[src/rtl/simd_pkg.sv]
package simd_pkg;

  localparam int IDX_W  = 5;
  localparam int INSN_W = 32;

  typedef enum logic [1:0] {
    OP_ADDSUB = 2'd0,
    OP_GT     = 2'd1,
    OP_GE     = 2'd2,
    OP_TSTEQ  = 2'd3
  } lane_op_e;

  typedef struct packed {
    logic             q;
    logic             u;
    logic [1:0]       size;
    logic [4:0]       opc;
    logic [IDX_W-1:0] rm;
    logic [IDX_W-1:0] rn;
    logic [IDX_W-1:0] rd;
  } insn_fields_t;

  // unallocated-encoding rule for the three-register integer class
  function automatic logic unalloc_rule(insn_fields_t f);
    logic wide = (f.size == 2'd3);
    case (f.opc)
      5'h13:                          return wide || (f.u && f.size != 2'd0);
      5'h00, 5'h02, 5'h04,
      5'h0c, 5'h0d, 5'h0e, 5'h0f,
      5'h12:                          return wide;
      default:                        return wide && !f.q;
    endcase
  endfunction

endpackage

[src/rtl/simd_decode.sv]
module simd_decode
  import simd_pkg::*;
(
  input  logic [INSN_W-1:0] insn,
  output insn_fields_t      fld,
  output lane_op_e          op,
  output logic              is_unalloc,
  output logic              is_unsup
);
  logic impl_hit;
  logic unused_bits;

  assign unused_bits = ^{insn[31], insn[28:24], insn[21], insn[10]};

  assign fld.q    = insn[30];
  assign fld.u    = insn[29];
  assign fld.size = insn[23:22];
  assign fld.opc  = insn[15:11];
  assign fld.rm   = insn[20:16];
  assign fld.rn   = insn[9:5];
  assign fld.rd   = insn[4:0];

  always_comb begin
    impl_hit = 1'b1;
    op       = OP_ADDSUB;
    case (fld.opc)
      5'h06:   op = OP_GT;
      5'h07:   op = OP_GE;
      5'h10:   op = OP_ADDSUB;
      5'h11:   op = OP_TSTEQ;
      default: impl_hit = 1'b0;
    endcase
  end

  assign is_unalloc = unalloc_rule(fld);
  assign is_unsup   = !is_unalloc && !impl_hit;


  always_comb begin
    class_excl_chk: assert (!(is_unalloc && is_unsup));
  end
endmodule

[src/rtl/simd_lane_alu.sv]
module simd_lane_alu
  import simd_pkg::*;
#(
  parameter int VEC_W  = 128,
  parameter int LANE_W = 8
) (
  input  lane_op_e         op,
  input  logic             u,
  input  logic [VEC_W-1:0] a,
  input  logic [VEC_W-1:0] b,
  output logic [VEC_W-1:0] res
);
  localparam int NLANE = VEC_W / LANE_W;
  localparam logic [LANE_W-1:0] SIGN_BIT = {1'b1, {(LANE_W-1){1'b0}}};

  // signed order is obtained by flipping the sign bit, then comparing unsigned
  function automatic logic [LANE_W-1:0] lane_calc(lane_op_e o, logic uu,
                                                  logic [LANE_W-1:0] x,
                                                  logic [LANE_W-1:0] y);
    logic [LANE_W-1:0] kx = uu ? x : (x ^ SIGN_BIT);
    logic [LANE_W-1:0] ky = uu ? y : (y ^ SIGN_BIT);
    logic hit;
    case (o)
      OP_GT:    hit = (kx > ky);
      OP_GE:    hit = (kx >= ky);
      OP_TSTEQ: hit = uu ? (x == y) : ((x & y) != '0);
      default:  hit = 1'b0;
    endcase
    if (o == OP_ADDSUB) return uu ? (x - y) : (x + y);
    return {LANE_W{hit}};
  endfunction

  for (genvar i = 0; i < NLANE; i++) begin : g_lane
    logic [LANE_W-1:0] slice;
    assign slice = lane_calc(op, u, a[i*LANE_W +: LANE_W], b[i*LANE_W +: LANE_W]);
    assign res[i*LANE_W +: LANE_W] = slice;


    always_comb begin
      if (op != OP_ADDSUB) begin
        lane_mask_chk: assert (slice == '0 || slice == '1);
      end
    end
  end
endmodule

[src/rtl/simd_cmpadd_unit.sv]
module simd_cmpadd_unit
  import simd_pkg::*;
#(
  parameter int VEC_W = 128
) (
  input  logic                  clk,
  input  logic                  rst_n,
  input  logic                  insn_valid,
  input  logic [INSN_W-1:0]     insn,
  output logic [IDX_W-1:0]      src_n_idx,
  output logic [IDX_W-1:0]      src_m_idx,
  input  logic [VEC_W-1:0]      src_n_val,
  input  logic [VEC_W-1:0]      src_m_val,
  output logic                  wr_en,
  output logic [IDX_W-1:0]      wr_idx,
  output logic [VEC_W-1:0]      wr_val,
  output logic                  undef_flag,
  output logic                  unsup_flag
);
  localparam int HALF_W  = VEC_W / 2;
  localparam int N_SIZES = 4;

  insn_fields_t fld;
  lane_op_e     op;
  logic         dec_unalloc;
  logic         dec_unsup;
  logic         narrow_q;
  logic [VEC_W-1:0] res_by_size [N_SIZES];
  logic [VEC_W-1:0] res_sel;
  logic [VEC_W-1:0] res_clip;

  simd_decode u_dec (
    .insn       (insn),
    .fld        (fld),
    .op         (op),
    .is_unalloc (dec_unalloc),
    .is_unsup   (dec_unsup)
  );

  assign src_n_idx = fld.rn;
  assign src_m_idx = fld.rm;

  for (genvar s = 0; s < N_SIZES; s++) begin : g_size
    simd_lane_alu #(.VEC_W(VEC_W), .LANE_W(8 << s)) u_alu (
      .op  (op),
      .u   (fld.u),
      .a   (src_n_val),
      .b   (src_m_val),
      .res (res_by_size[s])
    );
  end

  assign res_sel  = res_by_size[fld.size];
  assign res_clip = fld.q ? res_sel : {{HALF_W{1'b0}}, res_sel[HALF_W-1:0]};

  always_ff @(posedge clk) begin
    if (!rst_n) begin
      wr_en      <= 1'b0;
      undef_flag <= 1'b0;
      unsup_flag <= 1'b0;
      wr_idx     <= '0;
      wr_val     <= '0;
      narrow_q   <= 1'b0;
    end else begin
      wr_en      <= insn_valid && !dec_unalloc && !dec_unsup;
      undef_flag <= insn_valid && dec_unalloc;
      unsup_flag <= insn_valid && dec_unsup;
      wr_idx     <= fld.rd;
      wr_val     <= res_clip;
      narrow_q   <= !fld.q;
    end
  end


  narrow_clear_chk: assert property (@(posedge clk) disable iff (!rst_n)
    (wr_en && narrow_q) |-> (wr_val[VEC_W-1:HALF_W] == '0));


  unalloc_narrow64_chk: assert property (@(posedge clk) disable iff (!rst_n)
    (insn_valid && insn[23:22] == 2'b11 && !insn[30]) |=> (undef_flag && !wr_en));


  flag_excl_chk: assert property (@(posedge clk) disable iff (!rst_n)
    $countones({wr_en, undef_flag, unsup_flag}) <= 1);


  latency_chk: assert property (@(posedge clk) disable iff (!rst_n)
    insn_valid |=> (wr_en || undef_flag || unsup_flag));


  idle_chk: assert property (@(posedge clk) disable iff (!rst_n)
    !insn_valid |=> !(wr_en || undef_flag || unsup_flag));
endmodule

[config.mk]
export PLATFORM = sky130hd
export DESIGN_NAME = simd_cmpadd_unit
export DESIGN_NICKNAME = d
export VERILOG_FILES = /design/src/rtl/simd_pkg.sv /design/src/rtl/simd_decode.sv /design/src/rtl/simd_lane_alu.sv /design/src/rtl/simd_cmpadd_unit.sv
export SDC_FILE = /design/constraint.sdc
export NUM_CORES = 2
export LEC_CHECK = 0
export BUFFER_PORTS_ARGS = -buffer_cell sky130_fd_sc_hd__clkbuf_2
export CAP_MARGIN = 40
export CORE_MARGIN = 10
export CORE_UTILIZATION = 35
export CTS_CLUSTER_DIAMETER = 200
export CTS_CLUSTER_SIZE = 28
export DETAILED_ROUTE_END_ITERATION = 12
export PLACE_DENSITY_LB_ADDON = 0.12
export SETUP_SLACK_MARGIN = 0.15
export SLEW_MARGIN = 20
export SYNTH_ARGS = -nofsm -noshare
export SYNTH_HDL_FRONTEND = slang
export SYNTH_SLANG_ARGS = --single-unit
[constraint.sdc]
create_clock -name clk -period 8.25 [get_ports clk]
set_clock_uncertainty 0.1 [all_clocks]
set_input_delay 1.65 -clock clk [delete_from_list [all_inputs] [get_ports clk]]
set_output_delay 1.65 -clock clk [all_outputs]
set_load 0.1 [all_outputs]
---- Yosys cells after proc, flatten, opt, wreduce, memory -nomap -nowiden ----
Index checks and enable logic that the tools add are counted.
storage, ports and cells
  register bits after elaboration ......... 136
  input bits .............................. 291
  output and inout bits ................... 146
  word-level logic and storage cells ...... 501
cells by class
  order comparisons ....................... 61
  bitwise logic cells ..................... 63
  add/sub/neg operators ................... 60
  equal/unequal tests ..................... 46
  reductions and logical operators ........ 48
  mux-type cells .......................... 217
operators with widths
  cell                                      number
  2-to-1 mux 16 bit                         40
  2-to-1 mux 32 bit                         20
  2-to-1 mux 64 bit                         10
  2-to-1 mux 8 bit                          80
  binary-select mux 128 bit (select 2 bit)  1
  2-to-1 mux 128 bit                        2
  adder 16 bit                              8
  adder 32 bit                              4
  adder 64 bit                              2
  adder 8 bit                               16
  bitwise AND 16 bit                        8
  bitwise AND 32 bit                        4
  bitwise AND 64 bit                        2
  bitwise AND 8 bit                         16
  equality test 16 bit                      8
  equality test 32 bit                      4
  equality test 64 bit                      2
  equality test 8 bit                       16
  greater-or-equal comparator 16 bit        8
  greater-or-equal comparator 32 bit        4
  greater-or-equal comparator 64 bit        2
  greater-or-equal comparator 8 bit         16
  > comparator 16 bit                       8
  > comparator 32 bit                       4
  32 further kinds                          210

---- Longest topological paths before layout ----
  depth after elaboration ................. 8
  depth in mapped cells ................... 23
  depth with buffers taken out ............ 14

---- Cells and area by module ----
A second synthesis with hierarchy kept.
second synthesis, totals
  cells, all modules ...................... 9367
  area, all modules ....................... 63803.7 um^2
by module, submodules not included
  module                            seq. area each (um^2)  cells an instance  area an instance (um^2)  times used
  simd_lane_alu at g_size[3].u_alu  0.0                    2724               16965.0                  1
  simd_lane_alu at g_size[2].u_alu  0.0                    2246               14303.7                  1
  simd_lane_alu at g_size[1].u_alu  0.0                    2046               13689.4                  1
  simd_lane_alu at g_size[0].u_alu  0.0                    1717               11741.3                  1
  simd_cmpadd_unit                  2722.6                 589                6782.8                   1
  simd_decode                       0.0                    45                 321.6                    1

---- Worst setup path before layout ----
No wires, ideal clock.
  path type ............................... input to register
  start point ............................. in insn[29]
  end point ............................... reg wr_val[82]
  slack ................................... 1.774 ns
  cell stages on the path ................. 22
  required time ........................... 7.983 ns
  library setup time ...................... 0.167 ns
  arrival time ............................ 6.208 ns
  cells stage by stage .................... buf_2 clkbuf_1 buf_2 buf_2 buf_2 buf_1 buf_2 buf_1 buf_2 xnor2_1 ha_1 and2_1 a221oi_1 inv_1 o21ai_0 o21ai_0 a2111oi_2 and2_0 buf_2 o21ai_1 nand2_2 a221oi_1
between the ends
  word-level cells in the longest chain between the ends .. 7
RTL lines
  item                                                        line                    RTL
  from (decl)                                                 simd_cmpadd_unit.sv:9   input logic [INSN_W-1:0] insn,
  2-to-1 mux 64 bit (tied with other cells)                   simd_lane_alu.sv:20     logic [LANE_W-1:0] kx = uu ? x : (x ^ SIGN_BIT);
  greater-or-equal comparator 64 bit (tied with other cells)  simd_lane_alu.sv:25     OP_GE: hit = (kx >= ky);
  case mux 1 bit (3 select lines)                             simd_lane_alu.sv:23     case (o)
  2-to-1 mux 64 bit (tied with other cells)                   simd_lane_alu.sv:30     return {LANE_W{hit}};
  binary-select mux 128 bit (select 2 bit) (*)                simd_cmpadd_unit.sv:53  assign res_sel = res_by_size[fld.size];
  2-to-1 mux 128 bit (not written as such) (*) (2 in series)  simd_cmpadd_unit.sv:53
  to (signal assigned)                                        simd_cmpadd_unit.sv:69  wr_val <= res_clip;
  to (decl)                                                   simd_cmpadd_unit.sv:16  output logic [VEC_W-1:0] wr_val,
Every way passes the cells marked *; elsewhere a longest branch is shown, timed or not. The select of a mux whose other input is x is not followed.
A chain may end at the register's enable or synchronous reset.

---- Final worst setup path ----
  start point ............................. in src_m_val[90]
  end point ............................... reg wr_val[109]
between the ends
  word-level cells in the longest chain between the ends .. 8
RTL lines
  item                                                                                        line                    RTL
  from (decl)                                                                                 simd_cmpadd_unit.sv:13  input logic [VEC_W-1:0] src_m_val,
  parallel branches: the longest is 4 deep, another holds greater-or-equal comparator 64 bit  n/a
  2-to-1 mux 64 bit (*)                                                                       simd_lane_alu.sv:30
  binary-select mux 128 bit (select 2 bit) (*)                                                simd_cmpadd_unit.sv:53
  2-to-1 mux 128 bit (not written as such) (*) (2 in series)                                  simd_cmpadd_unit.sv:53
Every way passes the cells marked *. The select of a mux whose other input is x is not followed.

==> flow_summary.json <==
{
  "finalSetupViolCount": 0,
  "yosys-top-cells-area": "ha_1 (11%), a21oi_1 (10%), dfxtp_1 (8.7%)",
  "clock_sinks": 136,
  "synth_nets": 5442,
  "post_cts_buffers": 0,
  "synth_cell_type_count": 94,
  "wl_per_cell_um": 25.9,
  "clockRootBuffer": "clkbuf_16",
  "finalMaxSlewViolations": 0,
  "fin_crit_sh_pct": 72.2,
  "ys_seq_elements": 136,
  "pwr-share-seq_pct": 15.8,
  "syn2layout_area_growth_pct": 11.4,
  "io_buffers": 408,
  "power_density_nw_per_um2": 137,
  "synth_edf_count": 0,
  "leakagePower_nw": 14.4,
  "cp_top_family": "simple AND/OR/NAND/NOR gates",
  "routabilityCongestion": 1.04,
  "detail_route.first_pass.iterations": 6,
  "cts_resized": 0,
  "period_minus_slack_ps": 5960,
  "syn-cell-area_um2": 31400,
  "cts_buffers": 17,
  "hold_viol_final": 0,
  "critPathLaunch": "src_m_val[90]",
  "crit_required_ps": 8480,
  "num_rows": 109,
  "cp_slowest_cell": "nor2_1",
  "initial_core_util_pct": 35.4,
  "drive_above_1_share_pct": 11.8,
  "cap_violations": 0,
  "grt_usage_pct": 29.8,
  "grt_pass1_vias": 37600,
  "p_sw_share_pct": 56.8,
  "setup_slack_ps": 2290,
  "max_freq_ghz": 0.168,
  "final_cell_mix": "a21oi_1 (648), o21ai_0 (440), nand2_1 (429)",
  "cts_tree": "yes",
  "wl_mm": 161,
  "crit_chain": "clkbuf_2, inv_1, ha_1, nand4_1, nor3_1, nand4_1, o21ai_0, nand2_1, o21ai_0, nor3b_1, o21ai_1, buf_4, a211oi_1, nor2_1",
  "drtIter0Drc": 4857,
  "synth_top_area_share_pct": 10.9,
  "grt_start_max_net_pins": 102,
  "ant_nets": 0,
  "dr_total_vias": 39600,
  "remaining_drc_errors": 0,
  "p_int_mw": 2.07,
  "ys_warn_count": 0,
  "cts_hold_buf": 0,
  "status": "complete, no violations",
  "overflow": 0,
  "synth_largest_area_cell": "ha_1",
  "cp_num_cells": 14,
  "instances_no_fill": 6236,
  "finalNetCount": 5653,
  "place_inst": 6196,
  "dp_hpwl_mm": 127,
  "worst_pin_slew_ps": 988,
  "fin_setup_tns_ps": 0,
  "end_kind": "flip-flop",
  "die_height_um": 319,
  "path_buf_inv": 3,
  "ff_latch_area_um2": 2720,
  "max_slew_margin_pct": 33.7,
  "multi_input_area_um2": 26300,
  "setup.worst_path.end": "wr_val[109]",
  "async_flop_share_pct": 0,
  "clk_path_buf_depth": 2,
  "crit_type": "in2reg",
  "rsz0062_at_grt": "false",
  "combPwrFrac_pct": 67.3,
  "ioPinCount": 437,
  "ys.flop_type": "dfxtp_1",
  "layout_commonest_cell": "a21oi_1",
  "clkTransAtPathRegs_ps": 70,
  "synthCells": 4845,
  "p_sw_mw": 2.72,
  "place_ws_ps": 1960,
  "antenna_found_initial": 6,
  "vdd_drop_max_mv": 0.190,
  "htreeDepth": 4,
  "yosysSeqAreaShare_pct": 8.67,
  "synth.avg_cell_area_um2": 6.48,
  "min_path_type": "in2reg",
  "grt_pass1_wl_mm": 238,
  "via_per_inst": 6.35,
  "crit_arrival_ps": 6190,
  "die_w_um": 319,
  "critPathMaxStageDelay_ps": 760,
  "dieArea_um2": 102000,
  "power.total_mw": 4.79,
  "holdCritStartpoint": "insn[2]",
  "fill_cells": 9831,
  "core_um2": 88600,
  "clock_power_share_pct": 16.9,
  "cp-start-kind": "input port",
  "worstPathMaxFanout": 19
}
## flip-flops by register name, indices dropped and copies added (netlist names)
register and flops:
undef_flag 1, unsup_flag 1, wr_en 1, wr_idx 5, wr_val 128
## cell type report
class	instances	area share [%]
Multi-Input combinational cell	4080	75.1
Clock buffer	19	1.24
Inverter	321	3.46
Tap cell	1165	4.17
Clock inverter	12	0.340
Timing Repair Buffer	500	7.85
Sequential cell	136	7.78
Antenna cell	3	0.0215
## synth_stat cells, types with 37 or more instances
library cell	n
o31ai_1	81
xnor2_1	201
buf_1	41
a211oi_1	108
nand4_1	91
dfxtp_1	136
a21o_1	79
nand2_1	430
o21ai_0	440
nor3_1	120
mux2i_1	42
a221oi_1	46
ha_1	274
xor2_1	37
o21bai_1	66
a31oi_1	48
inv_1	314
nor2_1	421
nand2b_1	54
o211ai_1	58
nor2b_1	48
o21a_1	46
nor4_1	135
clkbuf_1	221
nand3_1	98
a21oi_1	649
## power by group through the flow
stage / logic (mW) / registers (mW) / clock network (mW)
after global placement: 3.13 / 0.770 / 0
final: 3.22 / 0.756 / 0.808
after floorplan: 1.74 / 1.28 / 0
after global routing: 3.42 / 0.762 / 0.844
after detailed placement: 3.13 / 0.771 / 0
after CTS: 3.14 / 0.757 / 0.832
## how the worst min path moves through the flow
stage | end | cells after the start | slack [ps]
6_report | wr_idx[2] | 2 | 1220
5_1_grt | wr_idx[4] | 2 | 1210
4_1_cts | wr_idx[2] | 2 | 1190
3_5_place_dp | wr_idx[2] | 2 | 1760
3_3_place_gp | wr_idx[3] | 2 | 1750
2_1_floorplan | wr_idx[0] | 1 | 1680
## routing by layer
layer | routed length, um | vias to the layer above | GRT usage, %
met2 | 73000 | 2155 | 48.4
met5 | 13 | - | 0
met1 | 67100 | 18800 | 38.5
li1 | - | 18300 | -
met3 | 14000 | 386 | 5.18
met4 | 7200 | 2 | 12.6
## stage by stage
step | util, % | area (um2) | hold slack, ps
detailed placement | 38.8 | 34400 | 1760
global route | 39.5 | 35000 | 1210
global placement | 38.7 | 34300 | 1750
CTS | 39.4 | 34900 | 1190
finish | 39.5 | 35000 | 1220
floorplan | - | 31400 | 1680
## cells by family (layout without fill, tap and decap cells)
family / Yosys count / count (layout) / synth area share, %
AO/OA/AOI/OAI: 1916 / 1916 / 38.2
XOR/XNOR: 238 / 238 / 6.64
other: 0 / 3 / 0
adder cells (fa/ha/maj): 306 / 306 / 13.0
multiplexers: 51 / 51 / 1.81
AND/OR/NAND/NOR: 1569 / 1569 / 24.0
flip-flops: 136 / 136 / 8.67
buffers and inverters: 629 / 852 / 7.78
No activity file was read; power rests on OpenSTA's default activity.
